**config.mk**
```make
export PLATFORM = sky130hd
export DESIGN_NAME = chip_sel_decoder
export DESIGN_NICKNAME = d
export VERILOG_FILES = /design/src/rtl/addr_map_pkg.sv /design/src/rtl/region_match.sv /design/src/rtl/strobe_gate.sv /design/src/rtl/chip_sel_decoder.sv
export SDC_FILE = /design/constraint.sdc
export NUM_CORES = 1
export LEC_CHECK = 0
export BUFFER_PORTS_ARGS = -buffer_cell sky130_fd_sc_hd__clkbuf_2
export CORE_AREA = 2 2 39 41
export DETAILED_ROUTE_END_ITERATION = 8
export DIE_AREA = 0 0 41 43
export GPL_TIMING_DRIVEN = 0
export PLACE_DENSITY = 0.42
export SYNTH_ARGS = -nofsm -noshare
export SYNTH_HDL_FRONTEND = slang
export SYNTH_SLANG_ARGS = --single-unit
```
**constraint.sdc**
```tcl
create_clock -name vclk -period 1.8
set_input_delay 0.36 -clock vclk [all_inputs]
set_output_delay 0.36 -clock vclk [all_outputs]
set_load 0.005 [all_outputs]
```
**src/rtl/addr_map_pkg.sv**
```systemverilog
package addr_map_pkg;
  localparam int ADDR_W = 20;

  localparam int ROM_LOG2_BLK = 12;
  localparam int ROM_NBLK = 1;
  localparam logic [ADDR_W-1:0] ROM_BASE = 20'h00000;

  localparam int RAM_LOG2_BLK = 12;
  localparam int RAM_NBLK = 2;
  localparam logic [ADDR_W-1:0] RAM_BASE = 20'h01000;

  localparam int LCD_LOG2_BLK = 2;
  localparam int LCD_NBLK = 1;
  localparam logic [ADDR_W-1:0] LCD_BASE = 20'h0F000;

  typedef struct packed {
    logic rom;
    logic ram;
    logic lcd;
  } hit_t;
endpackage

```
**src/rtl/region_match.sv**
```systemverilog
module region_match #(
  parameter int AW = 20,
  parameter int LOG2_BLK = 12,
  parameter int NBLK = 1,
  parameter logic [AW-1:0] BASE = '0
) (
  input  logic [AW-1:0] addr,
  output logic          hit
);
  localparam int TAGW = AW - LOG2_BLK;

  logic [NBLK-1:0] blk_hit;

  for (genvar b = 0; b < NBLK; b++) begin : g_blk
    localparam logic [AW-1:0] BLK_BASE = BASE + (AW'(b) << LOG2_BLK);
    logic [TAGW-1:0] bit_eq;
    for (genvar i = 0; i < TAGW; i++) begin : g_bit
      if (BLK_BASE[LOG2_BLK+i]) begin : g_one
        assign bit_eq[i] = addr[LOG2_BLK+i];
      end else begin : g_zero
        assign bit_eq[i] = ~addr[LOG2_BLK+i];
      end
    end
    assign blk_hit[b] = &bit_eq;
  end

  assign hit = |blk_hit;
endmodule

```
**src/rtl/strobe_gate.sv**
```systemverilog
module strobe_gate
  import addr_map_pkg::*;
(
  input  hit_t       hits,
  input  logic       rd_n,
  input  logic       wr_n,
  input  logic [1:0] addr_lo,
  output logic       rd_en_n,
  output logic       wr_en_n,
  output logic       decode_err,
  output logic [1:0] lcd_reg
);
  logic any_hit;
  logic wr_ok;

  always_comb begin
    any_hit    = hits.rom | hits.ram | hits.lcd;
    wr_ok      = hits.ram | hits.lcd;
    rd_en_n    = ~(~rd_n & any_hit);
    wr_en_n    = ~(~wr_n & wr_ok);
    decode_err = ~any_hit | (hits.rom & ~wr_n);
    lcd_reg    = addr_lo & {2{hits.lcd}};
  end

  always_comb begin
    AST_NO_ROM_WRITE: assert (!(hits.rom && !wr_en_n));
    AST_RD_NEEDS_SEL: assert (rd_en_n || any_hit);
    AST_IDX_IDLE: assert (hits.lcd || lcd_reg == 2'b00);
  end
endmodule

```
**src/rtl/chip_sel_decoder.sv**
```systemverilog
module chip_sel_decoder
  import addr_map_pkg::*;
#(
  parameter int AW = ADDR_W
) (
  input  logic [AW-1:0] addr,
  input  logic          rd_n,
  input  logic          wr_n,
  output logic          rom_sel_n,
  output logic          ram_sel_n,
  output logic          lcd_sel,
  output logic          rd_en_n,
  output logic          wr_en_n,
  output logic          decode_err,
  output logic [1:0]    lcd_reg
);
  hit_t hits;

  region_match #(.AW(AW), .LOG2_BLK(ROM_LOG2_BLK), .NBLK(ROM_NBLK), .BASE(AW'(ROM_BASE)))
    u_rom_match (.addr(addr), .hit(hits.rom));

  region_match #(.AW(AW), .LOG2_BLK(RAM_LOG2_BLK), .NBLK(RAM_NBLK), .BASE(AW'(RAM_BASE)))
    u_ram_match (.addr(addr), .hit(hits.ram));

  region_match #(.AW(AW), .LOG2_BLK(LCD_LOG2_BLK), .NBLK(LCD_NBLK), .BASE(AW'(LCD_BASE)))
    u_lcd_match (.addr(addr), .hit(hits.lcd));

  strobe_gate u_gate (
    .hits      (hits),
    .rd_n      (rd_n),
    .wr_n      (wr_n),
    .addr_lo   (addr[1:0]),
    .rd_en_n   (rd_en_n),
    .wr_en_n   (wr_en_n),
    .decode_err(decode_err),
    .lcd_reg   (lcd_reg)
  );

  assign rom_sel_n = ~hits.rom;
  assign ram_sel_n = ~hits.ram;
  assign lcd_sel   = hits.lcd;

  always_comb begin
    AST_ONE_SEL: assert ($countones({~rom_sel_n, ~ram_sel_n, lcd_sel}) <= 1);
    AST_UPPER_ZERO: assert (!(|addr[AW-1:16]) || (rom_sel_n && ram_sel_n && !lcd_sel));
    AST_ERR_NO_SEL: assert (!decode_err || !wr_n || (rom_sel_n && ram_sel_n && !lcd_sel));
  end
endmodule

```
==> metrics.cfg, run 1 <==
[drt]
vias_per_cell = 3.98
firstDrtPassIters = 1
drc = 0
routed_wl_um = 704
dr_total_vias = 255
drtIter0Drc = 0
postRouteAntennaNets = 0
avgRoutedWirePerCell_um = 11.0

[synth]
syn_nets = 40
seq_area_frac_synth_pct = 0
synth.distinct_cells = 15
yosysTopAreaCell = nor4_4
synthTopCellsByArea = nor4_4 27%, nor4b_2 9.7%, o21bai_1 9.7%
synth_top_area_share_pct = 27.4
synth_warnings = 0
synth_cells = 18
synthesis.area_um2 = 155
syn_area_per_cell_um2 = 8.62

[floorplan]
num_rows = 14
fp.coreArea_mm2 = 0.00138
die_x_um = 41
start_util_pct = 11.2
num_io_pins = 30
die_y_um = 43
dieArea_mm2 = 0.00176

[layout]
syn2layout_area_growth_pct = 129
drive_above_1_share_pct = 77.1
nets = 72
nFlopsAndLatches = 0
clock_buffers = 0
diodes = 0
register_area_um2 = 0
fin_util_pct = 25.7

[hold_path]
hp-start = rd_n
min_to = rd_en_n
min_path_type = in -> out
holdPathStages = 3

[place]
dp_hpwl_um = 665
gp_congestion = 0.693
port_buffers = 30

[run_status]
status = finished, violations left
violations = negative setup slack

[global_route]
grt_first_pass_wirelength_um = 986
antenna_found_initial = 0
grt_pass1_vias = 234
grt_usage_pct = 7.79
grt_max_degree = 7
overflow = 0

[pwr]
leakage_nw = 0.177
vdd.ir_drop.worst_uv = 51.2
finalPower_mw = 0.0452
power_density_mw_per_mm2 = 127

[clocking]
hold_buffers = 0
cts_setup_buffers = 0

[run]
maxCapViolations = 0

[timing]
fmax_mhz = 522
hold_viol = 0
setup_ws_ns = -0.115
worst_slew_pin_slew_ns = 0.360
post-route-period-util_pct = 106
rsz0062_at_grt = true
fin_crit_ns = 1.91
whs_ns = 0.987
relSlewSlack_pct = 75.8
slew_viol_final = 0
setup_tns_ns = -0.446
setup_violations = 6

[setup_path]
end_kind = output pin
crit_type = in -> out
path_cells = buf_8, nor4_4, nand3_2, nor4_4, and2_1, clkbuf_2
cp_max_fo = 6
critPathMostFrequentCell = nor4_4
critPathRequiredTime_ns = 1.44
start_kind = input pin
slowest_stage = nor4_4
slowest_delay_ns = 0.36
arrival_ns = 1.55

==> power by group <==
group | internal (mW) | leakage (nW) | total, mW | switching, mW
clock network | 0 | 0 | 0 | 0
registers | 0 | 0 | 0 | 0
logic | 0.0256 | 0.177 | 0.0452 | 0.0196
total | 0.0256 | 0.177 | 0.0452 | 0.0196
==> synthesized netlist by cell type <==
cell type,number
nor4b_2,1
nand2_1,1
nor4_4,2
o21bai_1,2
xor2_1,1
inv_1,1
a21oi_1,1
and3_2,1
nor2_1,1
and2_1,2
or3_1,1
nand4b_1,1
nor4_1,1
o22ai_1,1
nand3_2,1
==> cells by family (layout without fill, tap and decap cells) <==
family | after synthesis | in the layout | synth area share (%)
buffers and inverters | 1 | 31 | 2.42
AND/OR/NAND/NOR | 12 | 12 | 75.0
AO/OA/AOI/OAI | 4 | 4 | 16.9
XOR/XNOR | 1 | 1 | 5.65
==> layer usage <==
layer  track usage (%)  share of wire (%)  up-vias
met5                 0                  0        -
met4                 0                  0        0
met3              4.19                 28        0
met2              9.06                 27       30
met1              13.0                 45       93
li1                  -                  -      132
==> cell usage in the layout, fill, tap and decap left out, drive strengths merged <==
cell type	count
clkbuf	27
nand3	1
o22ai	1
o21bai	2
nand4b	1
and2	2
or3	1
inv	1
nor2	1
nand2	1
a21oi	1
buf	3
nor4b	1
nor4	3
xor2	1
and3	1
==> critical path, delay by kind of cell <==
family | cells | cell delay [ns]
buf+inv | 2 | 0.21
simple gates | 4 | 0.98
==> worst max path at each step <==
stage | startpoint | to | slack [ns] | cells after the start
after floorplan | addr[7] | lcd_reg[0] | 0.14 | 4
after global placement | addr[7] | lcd_reg[0] | -0.21 | 6
after detailed placement | addr[7] | lcd_reg[0] | -0.22 | 6
after CTS | addr[17] | lcd_reg[0] | -0.15 | 6
after global routing | addr[17] | lcd_reg[1] | -0.20 | 6
final | addr[17] | lcd_reg[1] | -0.11 | 6
==> stage by stage <==
step / worst slack [ns] / std cells / area, um2
after floorplan: 0.143 / 18 / 155
after global placement: -0.208 / 64 / 325
after detailed placement: -0.218 / 64 / 325
after CTS: -0.148 / 64 / 337
after global routing: -0.199 / 64 / 355
final: -0.115 / 64 / 355
==> what timing repair did <==
action / 4_1_cts / 5_1_grt
gates resized for setup: 2 / 6
endpoints found under the setup margin: 6 / 6
pin swaps: 2 / 2
==> area by class of cell <==
| type | count | area (um2) |
|---|---|---|
| Fill cell | 158 | 1030 |
| Multi-Input combinational cell | 17 | 171 |
| Timing Repair Buffer | 30 | 160 |
| Tap cell | 16 | 20.0 |
| Inverter | 1 | 3.75 |
No activity file was read; power rests on OpenSTA's default activity.
==> run 2, diff against run 1 <==
==> constraint.sdc (replaced) <==
create_clock -name vclk -period 1.8
set_input_delay 0.36 -clock vclk [all_inputs]
set_output_delay 0.36 -clock vclk [all_outputs]
set_load 0.01 [all_outputs]
==> run 2 against run 1 <==
The run still ends with negative setup slack left. Wire length fell by 0.85%. Global-route usage unchanged. Worst setup slack got worse by 0.0058 ns. Worst hold slack improved by 0.019 ns. Count of clock-buffer cells in the layout stayed put. Combinational power about the same. Utilization unchanged. Flip-flop and latch count is the same. Die area unchanged. Critical path depth is the same. First-iteration DRC count stayed put. Power increased by 0.46%.
==> metrics.cfg, run 2 (same netlist as run 1, synthesis figures left out) <==
[timing]
setup_tns_ns = -0.506  ; was -0.446 ns
worst_slew_pin_slew_ns = 0.354  ; was 0.360 ns
fin_crit_ns = 1.92  ; was 1.91 ns
setup_violations = 6  ; unchanged
slew_viol_final = 0  ; unchanged
hold_viol = 0  ; unchanged
rsz0062_at_grt = true  ; unchanged
post-route-period-util_pct = 107  ; was 106%
relSlewSlack_pct = 76.2  ; was 75.8%
setup_ws_ns = -0.121  ; was -0.115 ns
fmax_mhz = 521  ; was 522 MHz

[hold_path]
min_path_type = in -> out  ; unchanged
hp-start = rd_n  ; unchanged
min_to = rd_en_n  ; unchanged
holdPathStages = 3  ; unchanged

[drt]
vias_per_cell = 3.98  ; unchanged
routed_wl_um = 698  ; was 704 um
firstDrtPassIters = 1  ; unchanged
drtIter0Drc = 0  ; unchanged
postRouteAntennaNets = 0  ; unchanged
dr_total_vias = 255  ; unchanged
avgRoutedWirePerCell_um = 10.9  ; was 11.0 um
drc = 0  ; unchanged

[setup_path]
critPathRequiredTime_ns = 1.44  ; about the same
crit_type = in -> out  ; unchanged
arrival_ns = 1.56  ; was 1.55 ns
end_kind = output pin  ; unchanged
start_kind = input pin  ; unchanged
cp_max_fo = 6  ; unchanged

[global_route]
grt_pass1_vias = 234  ; unchanged
grt_first_pass_wirelength_um = 986  ; unchanged
grt_max_degree = 7  ; unchanged
overflow = 0  ; unchanged
antenna_found_initial = 0  ; unchanged
grt_usage_pct = 7.79  ; unchanged

[floorplan]
fp.coreArea_mm2 = 0.00138  ; unchanged
die_x_um = 41  ; unchanged
start_util_pct = 11.2  ; unchanged
num_io_pins = 30  ; unchanged
dieArea_mm2 = 0.00176  ; unchanged
num_rows = 14  ; unchanged
die_y_um = 43  ; unchanged

[layout]
nFlopsAndLatches = 0  ; unchanged
final_common_cell = clkbuf_2  ; unchanged
drive_above_1_share_pct = 77.1  ; unchanged
clock_buffers = 0  ; unchanged
nets = 72  ; unchanged
syn2layout_area_growth_pct = 129  ; unchanged
final_cells = 64  ; unchanged
fin_util_pct = 25.7  ; unchanged
fin_area_um2 = 355  ; unchanged
diodes = 0  ; unchanged
final_cell_mix = 26 x clkbuf_2, 3 x nor4_4, 3 x buf_2  ; was 27 x clkbuf_2, 3 x nor4_4, 2 x and2_1, 2 x o21bai_1, 2 x buf_2
register_area_um2 = 0  ; unchanged

[pwr]
swShare_pct = 43.5  ; was 43.3%
vdd.ir_drop.worst_uv = 51.3  ; was 51.2 uV
p_switching_mw = 0.0198  ; was 0.0196 mW
p_int_mw = 0.0256  ; about the same
seq_power_share_pct = 0  ; about the same
pwr-share-clk_pct = 0  ; about the same
power_density_mw_per_mm2 = 128  ; was 127 mW/mm2
leakage_nw = 0.177  ; about the same
p_comb_share_pct = 100.0  ; about the same

[place]
dp_hpwl_um = 665  ; unchanged
port_buffers = 30  ; unchanged
gp_congestion = 0.693  ; unchanged
pre_cts_ws_ns = -0.237  ; was -0.218 ns
place_area_um2 = 325  ; unchanged
placedCellCount = 64  ; unchanged

[run_status]
violations = negative setup slack  ; unchanged
status = finished, violations left  ; unchanged

[clocking]
cts_setup_buffers = 0  ; unchanged

[run]
maxCapViolations = 0  ; unchanged

run 2: cell count changes in the layout (fill, tap and decap cells not counted), sizes merged:
cell | before | now
clkbuf | 27 | 26
buf | 3 | 4
run 2: what timing repair did:
action,in CTS,in global routing
hold endpoints to repair,0,0
resized for setup,2,7
pin swaps,2,1
gates cloned,0,0
hold buffers,0,0
setup endpoints to repair,6,6
run 2: worst max path at each step:
stage,start,to,slack [ns]
after global placement,addr[7],lcd_reg[0],-0.23
after detailed placement,addr[7],lcd_reg[0],-0.24
after global routing,addr[17],lcd_reg[1],-0.21
after CTS,addr[17],lcd_reg[0],-0.17
final,addr[17],lcd_reg[1],-0.12
after floorplan,addr[7],lcd_reg[0],0.06
run 2: critical path, cell delays in order:
cell	delay, ns
buf_8	0.10
nor4_4	0.31
nand3_2	0.13
nor4_4	0.36
and2_1	0.18
buf_2	0.12
run 2: routing by layer:
metal  vias to the layer above  track usage [%]  share of wire, %
met2                        30             9.06                27
li1                        132                -                 -
met1                        93             13.0                44
met4                         0                0                 0
met5                         -                0                 0
met3                         0             4.19                29
run 2: per-stage QoR:
step	power, mW	hold WS [ns]
2_1_floorplan	0.00818	0.757
3_3_place_gp	0.0393	1.00
3_5_place_dp	0.0400	1.00
4_1_cts	0.0414	1.00
5_1_grt	0.0499	1.03
6_report	0.0454	1.01
run 2: final cells by class:
cell class         count  area, um2
fillers              158       1030
inverters              1       3.75
multi-input cells     17        171
well taps             16       20.0
repair buffers        30        160
run 2: power by group through the flow:
| stage | clock network (mW) | registers (mW) | logic, mW |
|---|---|---|---|
| floorplan | 0 | 0 | 0.00818 |
| detailed placement | 0 | 0 | 0.0400 |
| CTS | 0 | 0 | 0.0414 |
| finish | 0 | 0 | 0.0454 |
| global placement | 0 | 0 | 0.0393 |
| global route | 0 | 0 | 0.0499 |
